$ cat src/rtl/adc_port_pkg.sv
package adc_port_pkg;
  typedef enum logic [1:0] {
    PWR_SLEEP = 2'd0,
    PWR_WAKE  = 2'd1,
    PWR_ON    = 2'd2
  } pwr_e;
endpackage

$ cat src/rtl/adc_frame_ctrl.sv
module adc_frame_ctrl
  import adc_port_pkg::*;
#(
  parameter int unsigned FRAME_LEN = 16,
  parameter int unsigned HOLD_AT   = 14,
  parameter int unsigned SLEEP_LO  = 2,
  parameter int unsigned SLEEP_HI  = 10,
  parameter int unsigned CNT_W     = 5
) (
  input  logic             clk_i,
  input  logic             rst_ni,
  input  logic             cs_fall_i,
  input  logic             cs_rise_i,
  input  logic             sck_fall_i,
  output logic             load_o,
  output logic             shift_o,
  output logic             active_o,
  output logic [CNT_W-1:0] cnt_o,
  output pwr_e             pwr_o,
  output logic             hold_o,
  output logic             valid_o
);
  localparam logic [CNT_W-1:0] LenC  = CNT_W'(FRAME_LEN);
  localparam logic [CNT_W-1:0] HoldC = CNT_W'(HOLD_AT);
  localparam logic [CNT_W-1:0] SlLoC = CNT_W'(SLEEP_LO);
  localparam logic [CNT_W-1:0] SlHiC = CNT_W'(SLEEP_HI);

  logic             active_q, hold_q, valid_q;
  logic [CNT_W-1:0] cnt_q, cnt_nx;
  pwr_e             pwr_q;

  assign cnt_nx  = cnt_q + 1'b1;
  assign load_o  = cs_fall_i;
  assign shift_o = sck_fall_i & active_q & (cnt_q < LenC) & ~cs_fall_i & ~cs_rise_i;

  always_ff @(posedge clk_i or negedge rst_ni) begin
    if (!rst_ni) begin
      active_q <= 1'b0;
      cnt_q    <= '0;
      pwr_q    <= PWR_SLEEP;
      hold_q   <= 1'b1;
      valid_q  <= 1'b0;
    end else if (cs_fall_i) begin
      active_q <= 1'b1;
      cnt_q    <= '0;
      hold_q   <= 1'b1;
      valid_q  <= (pwr_q == PWR_ON);
      if (pwr_q == PWR_SLEEP) pwr_q <= PWR_WAKE;
    end else if (cs_rise_i) begin
      active_q <= 1'b0;
      unique case (pwr_q)
        PWR_WAKE: begin
          pwr_q  <= PWR_SLEEP;
          hold_q <= 1'b1;
        end
        PWR_ON: begin
          if (cnt_q >= SlLoC && cnt_q < SlHiC) begin
            pwr_q   <= PWR_SLEEP;
            hold_q  <= 1'b1;
            valid_q <= 1'b0;
          end else begin
            hold_q <= 1'b0;
          end
        end
        default: hold_q <= 1'b1;
      endcase
    end else if (shift_o) begin
      cnt_q <= cnt_nx;
      if (pwr_q == PWR_WAKE) hold_q <= 1'b0;
      if (pwr_q == PWR_ON && cnt_nx == HoldC) hold_q <= 1'b0;
      if (cnt_nx == LenC) begin
        active_q <= 1'b0;
        if (pwr_q == PWR_WAKE) pwr_q <= PWR_ON;
      end
    end
  end

  assign active_o = active_q;
  assign cnt_o    = cnt_q;
  assign pwr_o    = pwr_q;
  assign hold_o   = hold_q;
  assign valid_o  = valid_q;
endmodule

$ cat config.mk
export PLATFORM = sky130hd
export DESIGN_NAME = adc_frame_ctrl
export DESIGN_NICKNAME = d
export VERILOG_FILES = /design/src/rtl/adc_port_pkg.sv /design/src/rtl/adc_frame_ctrl.sv
export SDC_FILE = /design/constraint.sdc
export NUM_CORES = 1
export LEC_CHECK = 0
export ABC_CLOCK_PERIOD_IN_PS = 3110
export BUFFER_PORTS_ARGS = -buffer_cell sky130_fd_sc_hd__buf_2
export CAP_MARGIN = 10
export CELL_PAD_IN_SITES_DETAIL_PLACEMENT = 1
export CELL_PAD_IN_SITES_GLOBAL_PLACEMENT = 2
export CORE_MARGIN = 4
export CORE_UTILIZATION = 31
export CTS_CLUSTER_SIZE = 12
export DETAILED_ROUTE_END_ITERATION = 10
export GPL_TIMING_DRIVEN = 0
export HOLD_SLACK_MARGIN = 0.03
export PLACE_DENSITY_LB_ADDON = 0.05
export SYNTH_ARGS = -nofsm -noshare
export SYNTH_HDL_FRONTEND = slang
export SYNTH_SLANG_ARGS = --single-unit
$ cat constraint.sdc
create_clock -name clk_i -period 3.11 [get_ports clk_i]
set_clock_uncertainty 0.15 [all_clocks]
set_input_delay 0.311 -clock clk_i [delete_from_list [all_inputs] [get_ports clk_i]]
set_output_delay 0.311 -clock clk_i [all_outputs]
set_load 0.01 [all_outputs]
# == Word level (Yosys, flattened, before mapping) ==
# Cells that the tools add are included.
# totals
ff_bits,10
in_bits,5
output_inout_bits,12
elab_cells,65
# classes
addsub,1
n_lt_le_gt_ge,3
eq_ne,7
n_mux,26
bitwise_logic,6
reduce_logical,17
# op_table
op,count
$mux 1,15
$mux 5,3
$mux 2,7
$reduce_bool 3->1,4
$reduce_bool 2->1,4
$reduce_and 2->1,3
$reduce_and 6->1,1
$add 5x1->5 const B,1
$eq 5x4->1 const B,1
$eq 5x5->1 const B,1
$ge 5x2->1 const B,1
$lt 5x4->1 const B,1
$lt 5x5->1 const B,1
$and 1x1->1,4
$ne 4x3->1 const B,1
$pmux 2 s2,1
$reduce_bool 4->1,1
$reduce_and 3->1,1
$eq 2x1->1 const B,1
$eq 2x2->1 const B,1
$logic_and 1x1->1,2
$logic_not 2->1,1
$ne 2x1->1 const B,1
$ne 2x2->1 const B,1
$not 1->1,2

# == Logic depth before layout (Yosys ltp) ==
# logic_depth
ltp_word,7
ltp_mapped,5
ltp_nobuf,5

# == Worst setup path after synthesis ==
# OpenSTA, ideal clock, no wires.
# synth_path
path_kind,reg-to-reg
startpoint,"register cnt_q[4], in the netlist cnt_o[4]"
endpoint,"register pwr_q[0], in the netlist pwr_o[0]"
setup_ps,121
arrival_ps,1312
required_time_ps,2839
slack_ps,1527
path_stages_with_launch,6
cell_sequence,dfrtp_1 -> nor4bb_1 -> buf_4 -> and4bb_1 -> o21ai_1 -> a22o_1
# synth_via
elab_chain_cells,6
word_cells_on_any_way,13
cone_classes,add/sub: 1; order compare: 3; eq/ne: 2; bitwise: 3; reduce/logical: 4
# synth_rtl
item,line_no,rtl
"start, declared",adc_frame_ctrl.sv:29,"logic [CNT_W-1:0] cnt_q, cnt_nx;"
"start signal, assigned",adc_frame_ctrl.sv:68,cnt_q <= cnt_nx;
$lt 5x5->1,adc_frame_ctrl.sv:34,assign shift_o = sck_fall_i & active_q & (cnt_q < LenC) & ~cs_fall_i & ~cs_rise_i;
$and 1x1->1 (3 in a row),adc_frame_ctrl.sv:34,
$reduce_bool 3->1 (no line),-,
$reduce_and 6->1 (no line) *,-,
"end signal, assigned",adc_frame_ctrl.sv:40,pwr_q <= PWR_SLEEP;
"end signal, assigned",adc_frame_ctrl.sv:48,if (pwr_q == PWR_SLEEP) pwr_q <= PWR_WAKE;
"end signal, assigned",adc_frame_ctrl.sv:53,pwr_q <= PWR_SLEEP;
"end, declared",adc_frame_ctrl.sv:30,pwr_e pwr_q;
# Mark *: on every way between the ends. The rest lies on a longest branch, timed or not.
# A chain may end at the register's enable or synchronous reset.

# == Worst setup path after layout ==
# layout_path
startpoint,"register cnt_q[4], in the netlist cnt_o[4]"
endpoint,output port shift_o
# layout_via
elab_chain_cells,4
# layout_rtl
item,line_no,rtl
$lt 5x5->1,adc_frame_ctrl.sv:34,
$and 1x1->1 (3 in a row),adc_frame_ctrl.sv:34,
"end, declared",adc_frame_ctrl.sv:16,"output logic shift_o,"
# No other way between the ends.

==> flow_summary_export.csv <==
group,metric,value,unit
layout,nets,92,
outcome,status,"completed",
global_routing,grt_max_degree,11,
synth,yosys.area.top_type,"dfrtp_1",
synth,synth_edf_count,0,
layout,antenna_cells,0,
synth,ys_ff_latch,10,
synth,async_flop_share,100,%
die,rows,15,
clock_network,clockRootBuffer,"clkbuf_4",
job,maxCapViolCount,0,
synth,netlist.area_leader.share,38.2,%
layout,layout-drive-gt1-share,27.4,%
die,coreArea,1760,sq um
power_and_ir_drop,peakVddDrop,0.000245,V
timing,fin_tns_setup,0,ps
timing,setup_violations,0,
timing,rsz0062_at_grt,"false",
synth,synth_warnings,0,
routing,ant_nets,0,
timing,final_max_slew_viol_count,0,
layout,multi_input_area,300,sq um
synth,synth.distinct_cells,29,
routing,drt_wl_total,1.43,mm
routing,vias_per_cell,4.83,
synth,postSynthAreaPerCell,9.35,sq um
critical_path,setup.worst_path.class,"reg2out",
routing,wl_per_cell,13.1,um
synth,ys.flop_type,"dfrtp_1",
global_routing,grt_pass1_vias,529,
power_and_ir_drop,powerDensity,514,nW/um^2
global_routing,grt_overflow_total,0,
timing,final.period_utilization,61.0,%
global_routing,antenna_found_initial,0,
die,dieHeight,51.6,um
die,initial_core_util,33.4,%
synth,synth_nets,70,
placement,place_hpwl,1.10,mm
placement,placed_cells,104,
layout,fin_cells,109,
synth,netlist_area,589,sq um
clock_network,clk_latency,270,ps
routing,firstDrtPassIters,4,
clock_network,numCtsBuffers,3,
critical_path,cp.required,2650,ps
die,ios,17,
timing,hold_viol_final,0,
layout,regArea,251,sq um
critical_path,path_max_fanout,8,
power_and_ir_drop,leakagePower,0.360,nW
clock_network,clk_pin_slew,70,ps
critical_path,worst_ep_arrival_time,1440,ps
layout,num-fill-cells,233,
timing,tightestPinTransition,492,ps
global_routing,grt_first_pass_wirelength,2.53,mm
routing,first_iter_violations,3,
clock_network,clock_sinks,10,
clock_network,clock_path_buffers,2,
critical_path,start_kind,"register",
critical_path,crit_path_end_kind,"output port",
synth,netlist_top_cells_area,"dfrtp_1 (38%), dfstp_2 (4.5%), ha_1 (4.2%)",
placement,portBuffers,16,
global_routing,grt_usage,12.9,%
min_path,min_path_type,"in2reg",
die,die_w,51.6,um
synth,seq_area_frac_synth,42.7,%
timing,layout_min_cycle_time,1900,ps
placement,gp_congestion,0.701,
clock_network,htreeDepth,1,
clock_network,cts_tree,"done",
routing,drc,0,
layout,area_growth,26.8,%
synth,synthesis.instances,63,
die,dieArea,2660,sq um
timing,fmax,527,MHz
routing,vias,526,
timing,slew_headroom,67.2,%
## per-layer routing
layer	GRT usage, %	wire, um	vias up
met5	0	0	-
met4	5.24	21	0
met3	3.44	76	2
met2	19.1	637	11
met1	17.7	693	251
li1	-	-	262
## worst max-delay path, stage by stage (launching register included)
cell	delay (ps)
dfrtp_1	420
nor4bb_1	280
buf_4	210
nor2b_1	120
buf_2	130
## worst paths after layout
path / from / slack (ps) / cells past startpoint / to
max: cnt_o[4] / 1210 / 4 / shift_o
min: cs_fall_i / 240 / 4 / hold_o
max reg2reg: cnt_o[4] / 1420 / 5 / pwr_o[0]
min reg2reg: valid_o / 400 / 2 / valid_o
max in group asynchronous: rst_ni / 2260 / 2 / hold_o
min in group asynchronous: rst_ni / 280 / 2 / pwr_o[0]
## power by group
part / internal, mW / switching [mW]
logic: 0.0443 / 0.0510
registers: 0.150 / 0.0181
clock network: 0.0711 / 0.0491
## sequential cells by signal, summed over array words and instances, names as in the netlist
signal    flops
valid_o       1
cnt_o         5
active_o      1
hold_o        1
pwr_o         2
## timing repair
| item | CTS | global route |
|---|---|---|
| hold buffers | 1 | 0 |
| resized for setup | 0 | 0 |
| buffers inserted | 0 | 0 |
| hold endpoints to repair | 10 | 0 |
## cell usage after synthesis, types with 2 or more instances
cell and n:
nor2_1 6, buf_4 2, xnor2_1 2, nand2_1 3, clkbuf_1 3, ha_1 2
nor2b_1 2, inv_1 3, dfrtp_1 9, nand3_1 2, o21ai_1 4, nand3b_1 3
o21ai_0 4, xor2_1 2, nand2b_1 2
## placed cells by master, fill, tap and decap left out
cell           instances
nor2b_1                2
and2_1                 1
nand3_1                2
o21ai_1                4
a22o_1                 1
clkbuf_4               3
nor4b_1                1
a21oi_1                1
o211a_1                1
buf_4                  2
and4bb_1               1
nand3b_1               3
nor4bb_1               1
ha_1                   2
dfstp_2                1
dlygate4sd3_1          1
nand2_1                3
clkbuf_1               3
nand2b_1               2
xnor2_1                2
or3_1                  1
o21ai_0                4
nor2_1                 6
clkbuf_8               1
inv_1                  3
a41oi_1                1
dfrtp_1                9
a2111oi_0              1
o21bai_1               1
xor2_1                 2
buf_2                 16
nand4b_1               1
a211oi_1               1
## cells by family after synthesis
kind of cell,synth area share [%]
xor+xnor,5.95
compound gates,16.3
flops,42.7
buf+inv,6.37
simple gates,24.4
fa+ha+maj,4.25
## area by class of cell
| class | instances | share of cell area (%) |
|---|---|---|
| multi-input combinational | 45 | 40.2 |
| sequential | 10 | 33.7 |
| timing repair buffer | 17 | 12.1 |
| clock buffer | 4 | 4.86 |
| tap | 25 | 4.19 |
| buffer | 5 | 3.52 |
| inverter | 3 | 1.51 |
## through the flow
step | util, % | hold WS, ps | total power [mW] | setup WS, ps | area, sq um
floorplan | - | -135 | 0.227 | 1530 | 589
global placement | 39.7 | 42.5 | 0.266 | 1370 | 701
finish | 42.3 | 236 | 0.384 | 1210 | 747
detailed placement | 39.7 | 42.4 | 0.268 | 1380 | 701
CTS | 42.3 | 247 | 0.392 | 1180 | 747
global route | 42.3 | 296 | 0.414 | 1100 | 747
Power figures use the tool's default switching activity.
